$ cat src/rtl/dmairq_pkg.sv
package dmairq_pkg;

    // Per-channel control fields, packed so that run_a lands in bit 0.
    typedef struct packed {
        logic full;    // bit 6: full address mode
        logic brk_ie;  // bit 5: break interrupt enable
        logic master;  // bit 4: master enable
        logic ie_b;    // bit 3
        logic ie_a;    // bit 2
        logic run_b;   // bit 1
        logic run_a;   // bit 0
    } chan_cfg_t;

    localparam int unsigned CHAN_W = 8;
    localparam int unsigned CFG_W  = $bits(chan_cfg_t);

endpackage

$ cat src/rtl/dmairq_ctrl_reg.sv
module dmairq_ctrl_reg
    import dmairq_pkg::*;
#(
    parameter int unsigned NCH = 2,
    localparam int unsigned SRC  = 2 * NCH,
    localparam int unsigned REGW = NCH * CHAN_W
) (
    input  logic                      clk,
    input  logic                      rst_n,
    input  logic                      wr_en,
    input  logic [REGW-1:0]           wr_data,
    input  logic [SRC-1:0]            xfer_done,
    output chan_cfg_t [NCH-1:0]       cfg_o
);

    typedef struct packed {
        chan_cfg_t [NCH-1:0] cfg;
    } reg_st_t;

    reg_st_t s_d, s_q;
    chan_cfg_t [NCH-1:0] wr_img;

    // Write image: drop the reserved top bit of each channel byte.
    generate
        for (genvar c = 0; c < NCH; c++) begin : g_img
            assign wr_img[c] = chan_cfg_t'(wr_data[c*CHAN_W +: CFG_W]);
        end
    endgenerate

    always_comb begin
        s_d = s_q;
        if (wr_en) begin
            s_d.cfg = wr_img;
        end
        for (int c = 0; c < NCH; c++) begin
            if (xfer_done[2*c]) begin
                s_d.cfg[c].run_a = 1'b0;
            end
            if (xfer_done[2*c+1]) begin
                if (s_d.cfg[c].full) begin
                    s_d.cfg[c].master = 1'b0;
                end else begin
                    s_d.cfg[c].run_b = 1'b0;
                end
            end
        end
    end

    always_ff @(posedge clk or negedge rst_n) begin
        if (!rst_n) begin
            s_q <= '0;
        end else begin
            s_q <= s_d;
        end
    end

    assign cfg_o = s_q.cfg;

    generate
        for (genvar c = 0; c < NCH; c++) begin : g_chk
            p_done_a_clears_r7: assert property (@(posedge clk) disable iff (!rst_n)
                xfer_done[2*c] |=> !cfg_o[c].run_a);
            p_done_b_short_r7: assert property (@(posedge clk) disable iff (!rst_n)
                (xfer_done[2*c+1] && !s_d.cfg[c].full) |=> !cfg_o[c].run_b);
            p_done_b_full_r7: assert property (@(posedge clk) disable iff (!rst_n)
                (xfer_done[2*c+1] && s_d.cfg[c].full) |=> !cfg_o[c].master);
        end
    endgenerate

    p_write_loads_r2: assert property (@(posedge clk) disable iff (!rst_n)
        (wr_en && xfer_done == '0) |=> (cfg_o == $past(wr_img)));

endmodule

$ cat src/rtl/dmairq_src.sv
module dmairq_src
    import dmairq_pkg::*;
#(
    parameter int unsigned NCH = 2,
    localparam int unsigned SRC = 2 * NCH
) (
    input  logic                 clk,
    input  logic                 rst_n,
    input  chan_cfg_t [NCH-1:0]  cfg_i,
    output logic [SRC-1:0]       irq_o
);

    typedef struct packed {
        logic [SRC-1:0] irq;
    } src_st_t;

    src_st_t s_d, s_q;

    always_comb begin
        s_d = s_q;
        for (int c = 0; c < NCH; c++) begin
            // A source: end of transfer in both modes
            s_d.irq[2*c] = cfg_i[c].ie_a && !cfg_i[c].run_a;
            // B source: meaning depends on address mode
            if (cfg_i[c].full) begin
                s_d.irq[2*c+1] = cfg_i[c].brk_ie && !cfg_i[c].master;
            end else begin
                s_d.irq[2*c+1] = cfg_i[c].ie_b && !cfg_i[c].run_b;
            end
        end
    end

    always_ff @(posedge clk or negedge rst_n) begin
        if (!rst_n) begin
            s_q <= '0;
        end else begin
            s_q <= s_d;
        end
    end

    assign irq_o = s_q.irq;

    generate
        for (genvar c = 0; c < NCH; c++) begin : g_chk
            p_end_a_r3: assert property (@(posedge clk) disable iff (!rst_n)
                (cfg_i[c].ie_a && !cfg_i[c].run_a) |=> irq_o[2*c]);
            p_quiet_a_r3: assert property (@(posedge clk) disable iff (!rst_n)
                !cfg_i[c].ie_a |=> !irq_o[2*c]);
            p_end_b_short_r4: assert property (@(posedge clk) disable iff (!rst_n)
                (!cfg_i[c].full && cfg_i[c].ie_b && !cfg_i[c].run_b) |=> irq_o[2*c+1]);
            p_break_full_r5: assert property (@(posedge clk) disable iff (!rst_n)
                (cfg_i[c].full && cfg_i[c].brk_ie && !cfg_i[c].master) |=> irq_o[2*c+1]);
            p_break_quiet_r5: assert property (@(posedge clk) disable iff (!rst_n)
                (cfg_i[c].full && !cfg_i[c].brk_ie) |=> !irq_o[2*c+1]);
        end
    endgenerate

endmodule

$ cat src/rtl/dmairq_prio.sv
module dmairq_prio #(
    parameter int unsigned SRC = 4,
    localparam int unsigned VECW = (SRC > 1) ? $clog2(SRC) : 1
) (
    input  logic [SRC-1:0]  irq_i,
    output logic [VECW-1:0] vec_o,
    output logic            valid_o
);

    // Lowest index wins: scan downward so the last hit is the smallest.
    always_comb begin
        vec_o   = '0;
        valid_o = 1'b0;
        for (int i = SRC - 1; i >= 0; i--) begin
            if (irq_i[i]) begin
                vec_o   = VECW'(i);
                valid_o = 1'b1;
            end
        end
    end

endmodule

$ cat src/rtl/dmairq_top.sv
module dmairq_top
    import dmairq_pkg::*;
#(
    parameter int unsigned NCH = 2,
    localparam int unsigned SRC  = 2 * NCH,
    localparam int unsigned REGW = NCH * CHAN_W,
    localparam int unsigned VECW = (SRC > 1) ? $clog2(SRC) : 1
) (
    input  logic             clk,
    input  logic             rst_n,
    input  logic             wr_en,
    input  logic [REGW-1:0]  wr_data,
    input  logic [SRC-1:0]   xfer_done,
    output logic [REGW-1:0]  rd_data,
    output logic [SRC-1:0]   irq,
    output logic [VECW-1:0]  irq_vec,
    output logic             irq_valid
);

    chan_cfg_t [NCH-1:0] cfg;

    dmairq_ctrl_reg #(.NCH(NCH)) u_reg (
        .clk       (clk),
        .rst_n     (rst_n),
        .wr_en     (wr_en),
        .wr_data   (wr_data),
        .xfer_done (xfer_done),
        .cfg_o     (cfg)
    );

    dmairq_src #(.NCH(NCH)) u_src (
        .clk   (clk),
        .rst_n (rst_n),
        .cfg_i (cfg),
        .irq_o (irq)
    );

    dmairq_prio #(.SRC(SRC)) u_prio (
        .irq_i   (irq),
        .vec_o   (irq_vec),
        .valid_o (irq_valid)
    );

    generate
        for (genvar c = 0; c < NCH; c++) begin : g_rd
            assign rd_data[c*CHAN_W +: CHAN_W] = {{(CHAN_W-CFG_W){1'b0}}, cfg[c]};
        end
    endgenerate

    p_vec_pending_r6: assert property (@(posedge clk) disable iff (!rst_n)
        irq_valid |-> irq[irq_vec]);
    p_vec_highest_r6: assert property (@(posedge clk) disable iff (!rst_n)
        irq_valid |-> ((irq & ((SRC'(1) << irq_vec) - SRC'(1))) == '0));
    p_idle_r6: assert property (@(posedge clk) disable iff (!rst_n)
        (irq == '0) |-> !irq_valid);

endmodule

$ cat config.mk
export PLATFORM = sky130hd
export DESIGN_NAME = dmairq_top
export DESIGN_NICKNAME = d
export VERILOG_FILES = /design/src/rtl/dmairq_pkg.sv /design/src/rtl/dmairq_ctrl_reg.sv /design/src/rtl/dmairq_src.sv /design/src/rtl/dmairq_prio.sv /design/src/rtl/dmairq_top.sv
export SDC_FILE = /design/constraint.sdc
export NUM_CORES = 1
export LEC_CHECK = 0
export ABC_AREA = 1
export BUFFER_PORTS_ARGS = -buffer_cell sky130_fd_sc_hd__buf_2
export CORE_AREA = 2 2 46 48
export DETAILED_ROUTE_END_ITERATION = 8
export DIE_AREA = 0 0 48 50
export GPL_TIMING_DRIVEN = 0
export PLACE_DENSITY = 0.79
export SLEW_MARGIN = 40
export SYNTH_ARGS = -nofsm -noshare
export SYNTH_HDL_FRONTEND = slang
export SYNTH_SLANG_ARGS = --single-unit
$ cat constraint.sdc
create_clock -name clk -period 1.15 [get_ports clk]
set_input_delay 0.0575 -clock clk [delete_from_list [all_inputs] [get_ports clk]]
set_output_delay 0.0575 -clock clk [all_outputs]
set_load 0.005 [all_outputs]
# Word-level counts from Yosys, hierarchy flattened
# Index checks and enable logic that the tools add are counted.
totals:
  register_bits: 18
  input_bits: 23
  output_inout_bits: 23
  elab_cells: 50
classes:
  n_mux: 21
  reduce_logical: 14
op_table:
  columns: ["cell", "count"]
  rows:
  - ["2-to-1 mux 1 bit", 16]
  - ["2-to-1 mux 14 bit", 1]
  - ["2-to-1 mux 2 bit", 4]
  - ["logical AND 1 bit", 6]
  - ["logical NOT 1 bit", 6]
  - ["nonzero test 2 bit", 2]

# Logic depth before layout (Yosys ltp)
# Gate-level depths: netlist of run 1.
depth:
  ltp_word: 4
  ltp_mapped: 5
  ltp_nobuf: 5

# Modules after synthesis
# From an unflattened synthesis of run 1, not the netlist that was laid out.
unflattened:
  cells_unflattened: 111
  hier_area_um2: 868.3
by_module_without_submodules:
  columns: ["module", "n_inst", "cells_per_inst", "area_per_inst_um2", "seq_area_each_um2"]
  rows:
  - ["dmairq_ctrl_reg", 1, 80, 648.1, 350.3]
  - ["dmairq_src", 1, 20, 165.2, 100.1]
  - ["dmairq_prio", 1, 8, 36.3, 0.0]
  - ["dmairq_top", 1, 3, 18.8, 0.0]

# Worst setup path after synthesis of run 1
# No wires, ideal clock.
synth_timing:
  path_type: "reg-to-reg"
  start: "register u_reg.s_q (netlist bit u_reg.cfg_o[6])"
  end: "register u_reg.s_q (netlist bit u_reg.cfg_o[4])"
  arrival_time_ns: 0.616
  slack_ns: 0.421
  stages_incl_launch_ff: 6
  path_cell_list: "dfrtp_1 > inv_1 > nand2_1 > nand3_1 > nand2_1 > inv_1"
synth_rtl:
  columns: ["item", "line", "rtl"]
  rows:
  - ["start: declaration", "dmairq_ctrl_reg.sv:20", "reg_st_t s_d, s_q;"]
  - ["start signal: assignment", "dmairq_ctrl_reg.sv:51", "s_q <= '0;"]
  - ["start signal: assignment", "dmairq_ctrl_reg.sv:53", "s_q <= s_d;"]

# Worst setup path after layout of run 1
layout_timing:
  start: "register u_src.s_q (netlist bit u_src.irq_o[2])"
  end: "output port irq_valid"
layout_via:
  elab_chain_cells: 3
layout_rtl:
  columns: ["item", "line", "rtl"]
  rows:
  - ["start: declaration", "dmairq_src.sv:17", "src_st_t s_d, s_q;"]
  - ["start signal: assignment", "dmairq_src.sv:35", "s_q <= '0;"]
  - ["start signal: assignment", "dmairq_src.sv:37", "s_q <= s_d;"]
  - ["2-to-1 mux 1 bit (3 in series)", "dmairq_prio.sv:15", "if (irq_i[i]) begin"]
  - ["end: declaration", "dmairq_top.sv:17", "output logic irq_valid"]
# No other way between the ends.

==> metrics.md, run 1 <==
| Metric | Value |
|---|---|
| Max-cap viol count | `0` |
| Clock Sinks | `18` |
| Max stage delay on crit path | `~400 ps` |
| Worst skew pair latency | `roughly 300 ps` |
| CTS H-Tree Depth | `1` |
| FF+latch count, synth | `18` |
| Vias in the first global route | `786` |
| Crit. End Element | `output port` |
| Synth Flop Type | `dfrtp_1` |
| First-pass GRT wire length | `2.973 mm` |
| Commonest non-fill, non-tap cell in the layout | `buf_2` |
| N_diodes | `0` |
| Root Buffer | `clkbuf_4` |
| Cell Area, Synth | `817.0 sq um` |
| Hold path startpoint | `wr_data[0]` |
| Post-Synthesis Cells | `about 100` |
| Multi-input combinational cell area | `around 280 sq um` |
| Arrival time at the worst endpoint | `about 1000 ps` |
| Port bufs | `~40` |
| PD cells | `1189 nW/um^2` |
| RSZ-0062 raised after global routing | `true` |
| Asr flop ratio synth | `100.0%` |
| Routability congestion estimate from global placement | `between 0.8 and 0.9` |
| Die X | `48 microns` |
| Seq/Total Area, Yosys | `between 50% and 60%` |
| Post-layout minimum cycle time | `1102 ps` |
| Final Net Count | `~180` |
| Final hold vios | `0` |
| Dpl hpwl | `~1.3 mm` |
| Die span in y | `50 microns` |
| Core area | `1902 sq um` |
| CP Buf/Inv Count | `1` |
| Die area | `2400 sq um` |
| Commonest cells after routing, fill and taps aside | `41 x buf_2, 35 x nand2_1, 18 x dfrtp_1` |
| Largest net degree at the start of global routing | `19` |
| Hold Slack | `4.999 ps` |
| Worst setup SP type | `register` |
| DR iter-0 viols | `12` |
| Drt wl/cell | `about 10 microns` |
| Kind of critical path | `register to output port` |
| Hold WC Path Type | `primary input to register` |
| CP max-delay cell | `dfrtp_1` |
| Post-CTS setup buffer count | `0` |
| F_max | `907.2 MHz` |
| GRT Util Overall | `between 15 and 20%` |
| TritonCTS clock tree | `yes` |
| Final Skew | `6.624 ps` |
| Crit share post-route | `95.86%` |
| Crit path required time | `1090 ps` |
| Starting Density | `42.96%` |
| Fillcell total | `182` |
| Vias per cell | `4.522` |
| Row cnt | `16` |
| Num CTS Buffers | `3` |
| DRC | `0` |
| YS warnings | `0` |
| Status | `complete, no violations` |
| CP Max Fanout | `3` |
| Worst VDD drop | `783.6 uV` |
| Top cell family by delay on the critical path | `flip-flops` |
| Grt ovf | `0` |
| Clock Tree Buf Depth | `2` |
| Remaining antenna violation count | `0` |
| Final core area utilization | `63.49%` |
| P_leak | `between 0.7 and 0.8 nW` |
| Cell Chain, Critical Path | `nor2_2 -> nand2_1 -> buf_2` |
| Clock-pin slew on the worst setup and hold paths | `100 ps` |
| DRT Pass-1 Iters | `4` |
| Initial antenna violation count | `0` |
| Max-slew violations | `0` |
| Setup-failing EPs final | `0` |
| Worst r2r src | `u_reg.cfg_o[6]` |
| CP Launch Point | `u_src.irq_o[2]` |
| Post-synth EDFFs | `0` |
| # IOs | `46` |
| Final WL | `1.830 mm` |
| Sequential cell area | `450.4 sq um` |
| Post-synthesis cell type count | `14` |
| Synth Area per Inst | `8.089 sq um` |
| DR vias | `832` |
| Share of post-route cells with drive strength above 1 | `35.03%` |
| Area Overhead vs Synth | `47.78%` |
through the flow:
stage / TNS [ps] / std cells / area, sq um / setup WS [ps] / total power, mW
global route: -81.19 / 184 / 1207 / -29.57 / 1.535
CTS: 0 / 184 / 1196 / 41.70 / 1.437
floorplan: 0 / 102 / 820.8 / 421.4 / 0.8732
finish: 0 / 184 / 1207 / 47.65 / 1.435
global placement: 0 / 170 / 1060 / 403.1 / 1.011
detailed placement: 0 / 170 / 1060 / 373.8 / 1.022
kinds of logic after synthesis:
family / count (synthesis) / share of synthesized area (%)
AOI/OAI and AO/OA: 7 / 4.287
buffers and inverters: 20 / 11.94
DFF: 18 / 55.13
other: 1 / 0.4590
and+or+nand+nor: 55 / 28.18
per-layer routing:
metal / routed length [microns] / global-route usage [%] / vias to the layer above
met5: 0 / 0 / -
met4: 31 / 9.009 / 0
met3: 89 / 3.297 / 4
met2: 959 / 30.67 / 31
met1: 750 / 18.50 / 384
li1: - / - / 413
where the power goes:
part / internal, mW / switching (mW)
Sequential: 0.690 / 0.0475
Clock: 0.193 / 0.198
Combinational: 0.157 / 0.148
Total: 1.04 / 0.394
what timing repair did:
item,4_1_cts,5_1_grt
resized for setup,0,3
hold endpoints to repair,27,0
setup endpoints to repair,0,3
hold buffers,10,0
layout make-up:
| cell class | count | area share (%) |
|---|---|---|
| clock buffers | 4 | 3.005 |
| plain buffers | 4 | 3.109 |
| multi-input cells | 64 | 23.52 |
| flip-flops and latches | 18 | 37.31 |
| inverters | 16 | 4.974 |
| well taps | 27 | 2.798 |
| repair buffers | 51 | 25.28 |
worst register-to-register path, delay by kind of cell (launching register included):
family,cells,cell delay (ps)
and+or+nand+nor,3,190
DFF,1,400
buffers and inverters,2,110
flip-flops by register name, summed over array words and instances, names as in the netlist:
| signal | cells |
|---|---|
| u_reg.cfg_o | 14 |
| u_src.irq_o | 4 |
synthesized netlist by cell type, types with 2 or more instances:
cell | count | area, sq um
nand2_1 | 35 | 131.4
dfrtp_1 | 18 | 450.4
inv_1 | 15 | 56.30
nor2_1 | 9 | 33.78
nand3_1 | 8 | 40.04
o21ai_1 | 4 | 20.02
buf_4 | 2 | 15.01
buf_6 | 2 | 22.52
nor3_2 | 2 | 20.02
o21ai_0 | 2 | 10.01
final timing paths:
kind | endpoint | cells past startpoint | slack [ps]
worst max-delay path | irq_valid | 3 | 50
worst min-delay path | u_reg.cfg_o[0] | 3 | 5
worst max register to register | u_reg.cfg_o[4] | 5 | 350
worst min register to register | u_src.irq_o[2] | 1 | 450
max in group asynchronous | u_reg.cfg_o[0] | 2 | 670
min in group asynchronous | u_reg.cfg_o[11] | 2 | 200
No activity file was read; power rests on OpenSTA's default activity.
==> run 2: changes to the inputs <==
- CORE_AREA: 2 2 46 48 -> 2 2 48 50
- DIE_AREA: 0 0 48 50 -> 0 0 50 52
- PLACE_DENSITY: 0.79 -> 0.73
==> run 2 against run 1 <==
  * Via count decreased by 3.2%
  * Power decreased by 0.55%
  * Sequential power about the same
  * Clock power about the same
  * Core utilization decreased by 6.4 points
  * Combinational power about the same
  * Critical path depth unchanged
==> metrics.md, run 2 (same netlist as run 1, synthesis figures left out) <==
| Metric | Value |
|---|---|
| PnR worst setup slack | `approximately 70 ps` |
| Drt wl/cell | `9.941 microns` |
| Clock Tree Buf Depth | `2` |
| Top cell family by delay on the critical path | `flip-flops` |
| Worst VDD drop | `approximately 800 uV` |
| CP max-delay cell | `dfrtp_1` |
| DR vias | `805` |
| GRT Util Overall | `around 15%` |
| Row cnt | `17` |
| Initial antenna violation count | `0` |
| # IOs | `46` |
| Post-layout minimum cycle time | `around 1100 ps` |
| Clock Sinks | `18` |
| Area Overhead vs Synth | `47.17%` |
| Status | `complete, no violations` |
| Arrival time at the worst endpoint | `between 1000 and 1500 ps` |
| Port bufs | `41` |
| Worst skew pair latency | `290 ps` |
| Largest net degree at the start of global routing | `19` |
| Hold Crit Depth | `3` |
| Max-slew violations | `0` |
| Worst setup SP type | `register` |
| Commonest non-fill, non-tap cell in the layout | `buf_2` |
| Setup slack, reg-to-reg | `390 ps` |
| Vias per cell | `4.351` |
| CTS H-Tree Depth | `1` |
| Root Buffer | `clkbuf_4` |
| Die span in y | `52 microns` |
| WHS Endpoint | `u_reg.cfg_o[13]` |
| Setup-failing EPs final | `0` |
| Final non-filler cell total | `185` |
| P_leak | `0.7148 nW` |
| DRT Pass-1 Iters | `4` |
| TritonCTS clock tree | `yes` |
| Clock-pin slew on the worst setup and hold paths | `~100 ps` |
| F_max | `924.8 MHz` |
| DRC | `0` |
| Final Net Count | `approximately 180` |
| Vias in the first global route | `715` |
| DR iter-0 viols | `6` |
| Dpl hpwl | `1.356 mm` |
| DP Cell Count | `171` |
| Die X | `50 microns` |
| Max-cap viol count | `0` |
| Hold WC Path Type | `primary input to register` |
| R2R depth | `4` |
| Final WL | `~1.8 mm` |
| Cell Chain, Critical Path | `a21oi_1 -> nor2_1 -> buf_2` |
| Num CTS Buffers | `3` |
| Final hold vios | `0` |
| First-pass GRT wire length | `2.994 mm` |
| Worst r2r src | `u_reg.cfg_o[13]` |
| Remaining antenna violation count | `0` |
| Kind of critical path | `register to output port` |
| Total power | `1.427 mW` |
| Starting Density | `~39%` |
| Crit. End Element | `output port` |
| Grt ovf | `0` |
| PD cells | `about 1200 nW/um^2` |
| Core area | `2106 sq um` |
| CP Max Fanout | `4` |
| Reg2reg end | `u_reg.cfg_o[8]` |
| RSZ-0062 raised after global routing | `true` |
| Dpl ws | `398.2 ps` |
| Commonest cells after routing, fill and taps aside | `41 x buf_2, 35 x nand2_1, 18 x dfrtp_1` |
| Hold path startpoint | `wr_data[14]` |
| Share of post-route cells with drive strength above 1 | `about a third` |
| Hold Slack | `~6.6 ps` |
| Routability congestion estimate from global placement | `0.6683` |
| Max FFs per register | `14` |
| Crit share post-route | `94.03%` |
| Max stage delay on crit path | `approximately 430 ps` |
| Final Skew | `3.114 ps` |
| CP Buf/Inv Count | `1` |
| Crit path required time | `1090 ps` |
| N_diodes | `0` |
| Die area | `2600 sq um` |
[run 2: what timing repair did]
| item | CTS | global route |
|---|---|---|
| hold endpoints to repair | 26 | 0 |
| hold buffers | 9 | 0 |
| buffers inserted | 0 | 1 |
| resized for setup | 0 | 2 |
| endpoints found under the setup margin | 0 | 3 |
[run 2: area by class of cell]
cell class,instances,area (sq um)
fill,202,903.4
sequential,18,450.4
timing repair buffer,51,302.8
multi-input combinational,64,280.3
inverter,16,60.06
buffer,4,37.54
clock buffer,4,36.28
tap,28,35.03
[run 2: how the worst max path moves through the flow]
stage / from / to / cells past startpoint
detailed placement: u_reg.cfg_o[13] / u_reg.cfg_o[11] / 5
global placement: u_src.irq_o[1] / irq_vec[1] / 2
floorplan: u_reg.cfg_o[6] / u_reg.cfg_o[4] / 5
global route: u_src.irq_o[2] / irq_vec[0] / 4
CTS: u_src.irq_o[1] / irq_vec[1] / 2
finish: u_src.irq_o[1] / irq_vec[0] / 3
[run 2: worst register-to-register path: stages (launching register included)]
cell and delay, ps:
dfrtp_1 420, nand2_1 90, nand3_1 70, nand2_1 60, inv_1 40
[run 2: metal layers]
metal / global-route usage, % / share of wire [%] / wire length [microns] / vias up
li1: - / - / - / 414
met1: 18.72 / 42 / 776 / 362
met2: 26.75 / 51 / 941 / 27
met3: 2.299 / 5.7 / 104 / 2
met4: 6.944 / 0.92 / 17 / 0
met5: 0 / 0 / 0 / -
[run 2: per-stage QoR]
stage	utilization (%)	instance area, sq um	setup TNS [ps]
after floorplan	-	820.8	0
after global placement	50.39	1061	0
after detailed placement	50.39	1061	0
after CTS	56.39	1187	0
after global routing	57.10	1202	-16.70
final	57.10	1202	0
[run 2: power breakdown]
part,switching (mW),internal [mW],total (mW)
Combinational,0.147,0.158,0.304
Sequential,0.0446,0.690,0.735
Clock,0.195,0.193,0.388
